### config.mk
export PLATFORM = sky130hd
export DESIGN_NAME = wdt_sleepwake
export DESIGN_NICKNAME = d
export VERILOG_FILES = /design/src/rtl/wdt_sleepwake.sv
export SDC_FILE = /design/constraint.sdc
export NUM_CORES = 1
export LEC_CHECK = 0
export BUFFER_PORTS_ARGS = -buffer_cell sky130_fd_sc_hd__buf_2
export CORE_UTILIZATION = 30
export CTS_BUF_LIST = sky130_fd_sc_hd__clkbuf_8 sky130_fd_sc_hd__clkbuf_16
export CTS_CLUSTER_DIAMETER = 100
export DETAILED_ROUTE_END_ITERATION = 12
export GPL_ROUTABILITY_DRIVEN = 0
export SLEW_MARGIN = 20
export SYNTH_ARGS = -nofsm -noshare
export SYNTH_HDL_FRONTEND = slang
export SYNTH_SLANG_ARGS = --single-unit
### constraint.sdc
create_clock -name clk -period 2.4 [get_ports clk]
set_input_delay 0.12 -clock clk [delete_from_list [all_inputs] [get_ports clk]]
set_output_delay 0.12 -clock clk [all_outputs]
set_load 0.01 [all_outputs]
### src/rtl/wdt_sleepwake.sv
module wdt_sleepwake #(
  parameter int BASE_W = 8,
  parameter int SEL_W  = 3,
  parameter int REG_W  = 8
) (
  input  logic             clk,
  input  logic             rst_n,
  input  logic             tick_en,
  input  logic             cfg_force_on,
  input  logic [SEL_W-1:0] cfg_post_sel,
  input  logic             clr_strobe,
  input  logic             sleep_strobe,
  input  logic             reg_we,
  input  logic [REG_W-1:0] reg_wdata,
  output logic [REG_W-1:0] reg_rdata,
  output logic             rst_req,
  output logic             wake_req,
  output logic             to_flag,
  output logic             asleep
);

  localparam int POST_W = (1 << SEL_W) - 1;

  logic              sw_en;
  logic [BASE_W-1:0] base_q;
  logic [POST_W-1:0] post_q;
  logic [POST_W:0]   ratio;
  logic [POST_W-1:0] post_limit;
  logic              running, restart, base_full, post_last, expire;

  assign running    = cfg_force_on | sw_en;
  assign restart    = clr_strobe | sleep_strobe;
  assign ratio      = (POST_W + 1)'(1) << cfg_post_sel;
  assign post_limit = POST_W'(ratio - 1'b1);
  assign base_full  = &base_q;
  assign post_last  = (post_q == post_limit);
  assign expire     = running & ~restart & tick_en & base_full & post_last;
  assign reg_rdata  = {{(REG_W-1){1'b0}}, sw_en};

  always_ff @(posedge clk or negedge rst_n) begin
    if (!rst_n) begin
      sw_en <= 1'b0;
    end else if (reg_we) begin
      sw_en <= reg_wdata[0];
    end
  end

  always_ff @(posedge clk or negedge rst_n) begin
    if (!rst_n) begin
      base_q <= '0;
      post_q <= '0;
    end else if (!running || restart) begin
      base_q <= '0;
      post_q <= '0;
    end else if (tick_en) begin
      base_q <= base_q + 1'b1;
      if (base_full) post_q <= post_last ? '0 : post_q + 1'b1;
    end
  end

  always_ff @(posedge clk or negedge rst_n) begin
    if (!rst_n) begin
      to_flag  <= 1'b1;
      asleep   <= 1'b0;
      rst_req  <= 1'b0;
      wake_req <= 1'b0;
    end else begin
      rst_req  <= expire & ~asleep;
      wake_req <= expire & asleep;
      if (restart)     to_flag <= 1'b1;
      else if (expire) to_flag <= 1'b0;
      if (sleep_strobe) asleep <= 1'b1;
      else if (expire)  asleep <= 1'b0;
    end
  end

  assert_pulse_excl_R6: assert property (@(posedge clk) disable iff (!rst_n)
    !(rst_req && wake_req));
  assert_rst_single_R5: assert property (@(posedge clk) disable iff (!rst_n)
    rst_req |=> !rst_req);
  assert_wake_exit_R6: assert property (@(posedge clk) disable iff (!rst_n)
    wake_req |-> !asleep);
  assert_to_low_R7: assert property (@(posedge clk) disable iff (!rst_n)
    (rst_req || wake_req) |-> !to_flag);
  assert_held_zero_R4: assert property (@(posedge clk) disable iff (!rst_n)
    !running |=> (base_q == '0 && post_q == '0));
  assert_strobe_to_R8: assert property (@(posedge clk) disable iff (!rst_n)
    restart |=> to_flag);

endmodule

==> impl_metrics.yaml, run 1 <==
clock_tree:
  htree_levels: 1
  cts_buffers: 3
  clockBufferDepth: 2
  worstSkewPairLatency_ns: 0.25
  clk_pin_slew_ns: 0.07
  cts_root_buffer: "clkbuf_8"
  cts_num_sinks: 20
  cts_tree: "yes"
synthesis:
  ys_warn_count: 0
  ys_seq_elements: 20
  netlist_instances: 132
  synth_edf_count: 0
  synth_seq_area_share_pct: 43.21
  ys_types: 35
  yosys_most_used_dff: "dfrtp_1"
  syn_area_sq_um: 1161
  synth.avg_cell_area_sq_um: 8.796
  async_reset_ff_share_pct: 100.0
sta:
  finalHoldViolCount: 0
  rsz0062_at_grt: "no"
  fmaxAchievable_mhz: 507.1
  setup_violations: 0
  relSlewSlack_pct: 62.10
  min_period_ns: 1.972
  skew_ns: 0.002560
  layout_setup_ws_ns: 0.4278
  worstMarginPinSlew_ns: 0.5648
  slew_violations: 0
  fin_crit_sh_pct: 82.17
  final.setup.tns_ns: 0
finish:
  num_antenna_cells: 0
  multi_input_area_sq_um: 581.8
  nets: 166
  fin_area_sq_um: 1306
  nFillCells: 400
  drive_gt1_share_pct: 17.93
  syn_to_final_growth_pct: 12.50
  seq_area_sq_um: 501.7
global_route:
  grt.total_usage_pct: 11.56
  grt_pass1_wl_mm: 3.788
  gr-total-overflow: 0
  grt_max_degree: 21
  grt_pass1_vias: 949
  antenna_found_initial: 0
placement:
  placed_cell_area_sq_um: 1241
  io_buffers: 15
  place_ws_ns: 0.4248
  hpwlAfterDp_mm: 1.631
critical_path:
  endpoint_kind: "flip-flop"
  crit_required_ns: 2.59
  cpPeakStageDelay_ns: 0.42
  critical-path-top-delay-family: "simple AND/OR/NAND/NOR gates"
  cp_data_arrival_time_ns: 2.16
  cp_max_fo: 7
  crit_chain: "ha_1 > nand4_1 > nor2_1 > nand3_1 > or3_4 > a211o_1"
  criticalPathCategory: "flip-flop to flip-flop"
  worstSetupStartpointType: "flip-flop"
  worst-path-buf-inv: 0
  crit_slowest_cell: "or3_4"
power:
  power_switching_w: 0.0001408
  ir_drop_v: 0.0002466
  leakagePower_nw: 0.5582
  powerDensity_nw_per_um2: 494.8
  pwr-share-clk_pct: 38.8
  power_frac_comb_pct: 8.2
  internal-power_w: 0.0005056
  power_frac_seq_pct: 52.9
  switching_share_pct: 21.78
routing:
  num_vias: 901
  wl_per_cell_um: 11.13
  vias_per_cell: 4.668
  drt_wl_total_mm: 2.149
  ant_nets: 0
  route.detailed.drc: 0
  drtIter0Drc: 28
  drtPass1Iterations: 4
floorplan:
  initial_core_util_pct: 31.48
  ios: 30
  die_w_um: 64.21
  die_h_um: 64.21
  row_count: 22
  coreArea_sq_um: 3689
  die_area_sq_um: 4123
hold_path:
  hold_class: "primary input to flip-flop"
run_status:
  status: "complete, no violations"
flow_run:
  cap_violations: 0
[repair_timing]
item                                   4_1_cts  5_1_grt
endpoints found under the hold margin       19        0
hold buffers                                 1        0
gates resized for setup                      0        0
buffers inserted                             0        0
[layout by cell type, fill, tap and decap left out, drive strengths merged, types with 2 or more instances in the layout]
master	Yosys	routed
a211o	2	2
a21oi	9	9
a31oi	3	3
and3	2	2
buf	13	17
clkbuf	2	4
conb	1	7
dfrtp	19	19
ha	2	2
inv	2	2
nand2	14	14
nand2b	2	2
nand3	10	10
nand4	3	3
nand4b	2	2
nor2	17	17
nor3	3	3
o21ai	3	3
or2	2	2
or3b	2	2
xnor2	4	4
xor2	5	5
[cell type report]
cell class,instances,area share [%]
multi-input combinational,101,44.54
sequential,20,38.41
timing repair buffer,18,7.663
tap,48,4.598
clock buffer,4,4.215
inverter,2,0.5747
[per-stage QoR]
| stage | utilization, % | hold slack [ns] | power, W | instances |
|---|---|---|---|---|
| 2_1_floorplan | - | -0.1756 | 0.0003895 | 138 |
| 3_3_place_gp | 33.65 | 0.08609 | 0.0003989 | 188 |
| 3_5_place_dp | 33.65 | 0.09188 | 0.0004014 | 188 |
| 4_1_cts | 35.41 | 0.06423 | 0.0006552 | 193 |
| 5_1_grt | 35.41 | 0.06728 | 0.0006754 | 193 |
| 6_report | 35.41 | 0.07040 | 0.0006464 | 193 |
[cell families (layout without fill, tap and decap cells)]
| group | after synthesis | count (layout) | synth area share, % |
|---|---|---|---|
| flip-flops | 20 | 20 | 43.21 |
| multiplexers | 2 | 2 | 1.832 |
| AND/OR/NAND/NOR | 61 | 61 | 26.73 |
| adder cells (fa/ha/maj) | 2 | 2 | 2.155 |
| other | 1 | 7 | 0.3230 |
| buffers and inverters | 17 | 24 | 8.621 |
| XOR/XNOR | 9 | 9 | 6.788 |
| AO/OA/AOI/OAI | 20 | 20 | 10.35 |
[power by group through the flow]
stage | clock (W) | sequential [W] | combinational (W)
final | 0.000251 | 0.000342 | 0.0000533
after floorplan | 0 | 0.000348 | 0.0000415
after CTS | 0.000259 | 0.000342 | 0.0000542
after detailed placement | 0 | 0.000349 | 0.0000529
after global placement | 0 | 0.000348 | 0.0000507
after global routing | 0.000273 | 0.000342 | 0.0000600
[registers in the layout, summed over array words and instances (netlist names)]
signal and count:
post_q 7, base_q 8, rst_req 1, sw_en 1, wake_req 1, to_flag 1
asleep 1
[worst register-to-register path, stage by stage (launching register included)]
cell     delay [ns]
dfrtp_1        0.41
ha_1           0.19
nand4_1        0.12
nor2_1         0.22
nand3_1        0.25
or3_4          0.42
a211o_1        0.30
[worst paths after layout]
kind / startpoint / endpoint / slack [ns] / cells past startpoint
worst max-delay path: base_q[0] / to_flag / 0.43 / 6
max in group asynchronous: rst_n / to_flag / 1.74 / 2
worst max register to register: base_q[0] / to_flag / 0.43 / 6
min in group asynchronous: rst_n / base_q[5] / 0.33 / 2
worst min register to register: asleep / rst_req / 0.47 / 1
worst min-delay path: sleep_strobe / asleep / 0.07 / 2
[metal layers]
| layer | GRT usage [%] | share of wire (%) | vias to the layer above |
|---|---|---|---|
| met4 | 5.556 | 0.70 | 0 |
| met2 | 21.81 | 52 | 16 |
| li1 | - | - | 461 |
| met3 | 1.607 | 3.3 | 2 |
| met5 | 0 | 0 | - |
| met1 | 12.53 | 44 | 422 |
[synth_stat cells, drive strengths merged, types with 2 or more instances]
cell / number / area, sq um
buf: 13 / 85.08
nand3: 10 / 50.05
a21oi: 9 / 45.04
or3b: 2 / 17.52
clkbuf: 2 / 7.510
nor2: 17 / 63.81
xnor2: 4 / 35.03
or2: 2 / 12.52
nand2: 14 / 52.55
a31oi: 3 / 18.77
nand4: 3 / 18.77
nand2b: 2 / 12.51
o21ai: 3 / 15.01
nand4b: 2 / 17.52
nor3: 3 / 15.01
dfrtp: 19 / 475.5
and3: 2 / 12.51
xor2: 5 / 43.79
inv: 2 / 7.510
ha: 2 / 25.02
a211o: 2 / 17.52
Power figures use the tool's default switching activity.
==> run 2: changes to the inputs <==
- clock period: 2.4 -> 1.7 ns (I/O delays scaled with it)
==> run 2 against run 1 <==
Net effect: the flow now finishes with violations (negative setup slack); via count increased by 16%; global-route usage up 1.3 points; sequential share of layout area fell by 5.7 points; combinational power rose by 60%; sequential cell count unchanged; clock power up 45%; final cell count increased by 13%; critical endpoint is now post_q[5]; largest power group unchanged.
==> impl_metrics.yaml, run 2 (same netlist as run 1, synthesis figures left out) <==
run_status:
  status: "complete, but fails checks"
  violations: "negative setup slack"
hold_path:
  hold_class: "primary input to flip-flop"
sta:
  finalHoldViolCount: 0
  skew_ns: 0.002143
  layout_setup_ws_ns: -0.08433
  fmaxAchievable_mhz: 560.4
  min_period_ns: 1.784
  slew_violations: 0
  fin_crit_sh_pct: 105.0
  rsz0062_at_grt: "yes"
  final.setup.tns_ns: -0.1259
  setup_violations: 3
power:
  powerDensity_nw_per_um2: 606.8
  leakagePower_nw: 0.6849
  ir_drop_v: 0.0003517
critical_path:
  cpPeakStageDelay_ns: 0.38
  cp_max_fo: 3
  critical_path.most_common_cell: "nand4_1"
  crit_required_ns: 1.89
  criticalPathCategory: "flip-flop to flip-flop"
  critical-path-top-delay-family: "simple AND/OR/NAND/NOR gates"
  worst-path-buf-inv: 0
  crit_chain: "ha_2 > nand4_1 > nor2_2 > and3_4 > nand4_1 > or3b_1 > a21oi_2"
  worstSetupStartpointType: "flip-flop"
  cp_data_arrival_time_ns: 1.97
  crit_slowest_cell: "or3b_1"
  endpoint_kind: "flip-flop"
finish:
  fin_util_pct: 41.55
  drive_gt1_share_pct: 34.12
  syn_to_final_growth_pct: 32.00
  final_common_cell: "buf_4"
  instances_no_fill: 218
  nets: 191
  largest_reg_flops: 8
  top_regs: "base_q: 8 flops, post_q: 7 flops"
  most-common-layout-cells: "buf_4, dfrtp_1, nor2_1"
  largest-register: "base_q"
  nFillCells: 394
  num_antenna_cells: 0
routing:
  num_vias: 1044
  vias_per_cell: 4.789
  wl_per_cell_um: 11.94
  ant_nets: 0
  drtPass1Iterations: 4
  route.detailed.drc: 0
  drt_wl_total_mm: 2.602
  drtIter0Drc: 55
floorplan:
  ios: 30
  coreArea_sq_um: 3689
  die_area_sq_um: 4123
  initial_core_util_pct: 31.48
  row_count: 22
  die_h_um: 64.21
  die_w_um: 64.21
global_route:
  grt_pass1_wl_mm: 4.167
  grt_pass1_vias: 1040
  grt.total_usage_pct: 12.91
  gr-total-overflow: 0
  antenna_found_initial: 0
  grt_max_degree: 21
clock_tree:
  cts_tree: "yes"
  worstSkewPairLatency_ns: 0.26
  cts_buffers: 3
  cts_root_buffer: "clkbuf_8"
  clockBufferDepth: 2
  clk_pin_slew_ns: 0.07
  cts_num_sinks: 20
  htree_levels: 1
placement:
  placed_cells: 201
  place_ws_ns: -0.1007
  hpwlAfterDp_mm: 1.775
  io_buffers: 15
flow_run:
  cap_violations: 0
## run 2: final timing paths
check	start	endpoint	slack, ns	depth (start not counted)
max	base_q[0]	post_q[5]	-0.08	7
min	clr_strobe	to_flag	0.03	2
min in group asynchronous	rst_n	sw_en	0.31	2
min reg2reg	asleep	rst_req	0.47	1
max reg2reg	base_q[0]	post_q[5]	-0.08	7
max in group asynchronous	rst_n	to_flag	1.05	2
## run 2: report_power, final
group	switching, W	total, W	internal, W
Sequential	0.00000265	0.000482	0.000479
Combinational	0.0000511	0.0000854	0.0000343
Clock	0.000157	0.000363	0.000206
Total	0.000210	0.000930	0.000720
## run 2: stage by stage
step	hold WS [ns]	area [sq um]	total power (W)
6_report	0.03189	1533	0.0009301
5_1_grt	0.04543	1533	0.0009656
3_3_place_gp	0.05099	1344	0.0005686
4_1_cts	0.02878	1464	0.0009440
3_5_place_dp	0.06734	1344	0.0005726
2_1_floorplan	-0.2106	1190	0.0005500
## run 2: cell type report
class	count	area [sq um]	area share [%]
multi-input combinational	101	609.3	39.76
sequential	20	501.7	32.73
timing repair buffer	43	299.0	19.51
tap	48	60.06	3.918
clock buffer	4	55.05	3.592
inverter	2	7.507	0.4898
## run 2: timing repair
item / CTS / global route
hold endpoints to repair: 19 / 0
gates resized for setup: 3 / 6
setup endpoints to repair: 4 / 8
pin swaps: 7 / 8
gates cloned: 0 / 0
buffers inserted: 6 / 6
hold buffers: 1 / 0
## run 2: layer usage
| metal | part of all wire [%] | track usage [%] | vias to the layer above |
|---|---|---|---|
| li1 | - | - | 511 |
| met3 | 2.9 | 2.321 | 4 |
| met1 | 42 | 14.70 | 505 |
| met2 | 54 | 23.67 | 24 |
| met4 | 1.3 | 5.000 | 0 |
| met5 | 0 | 0 | - |
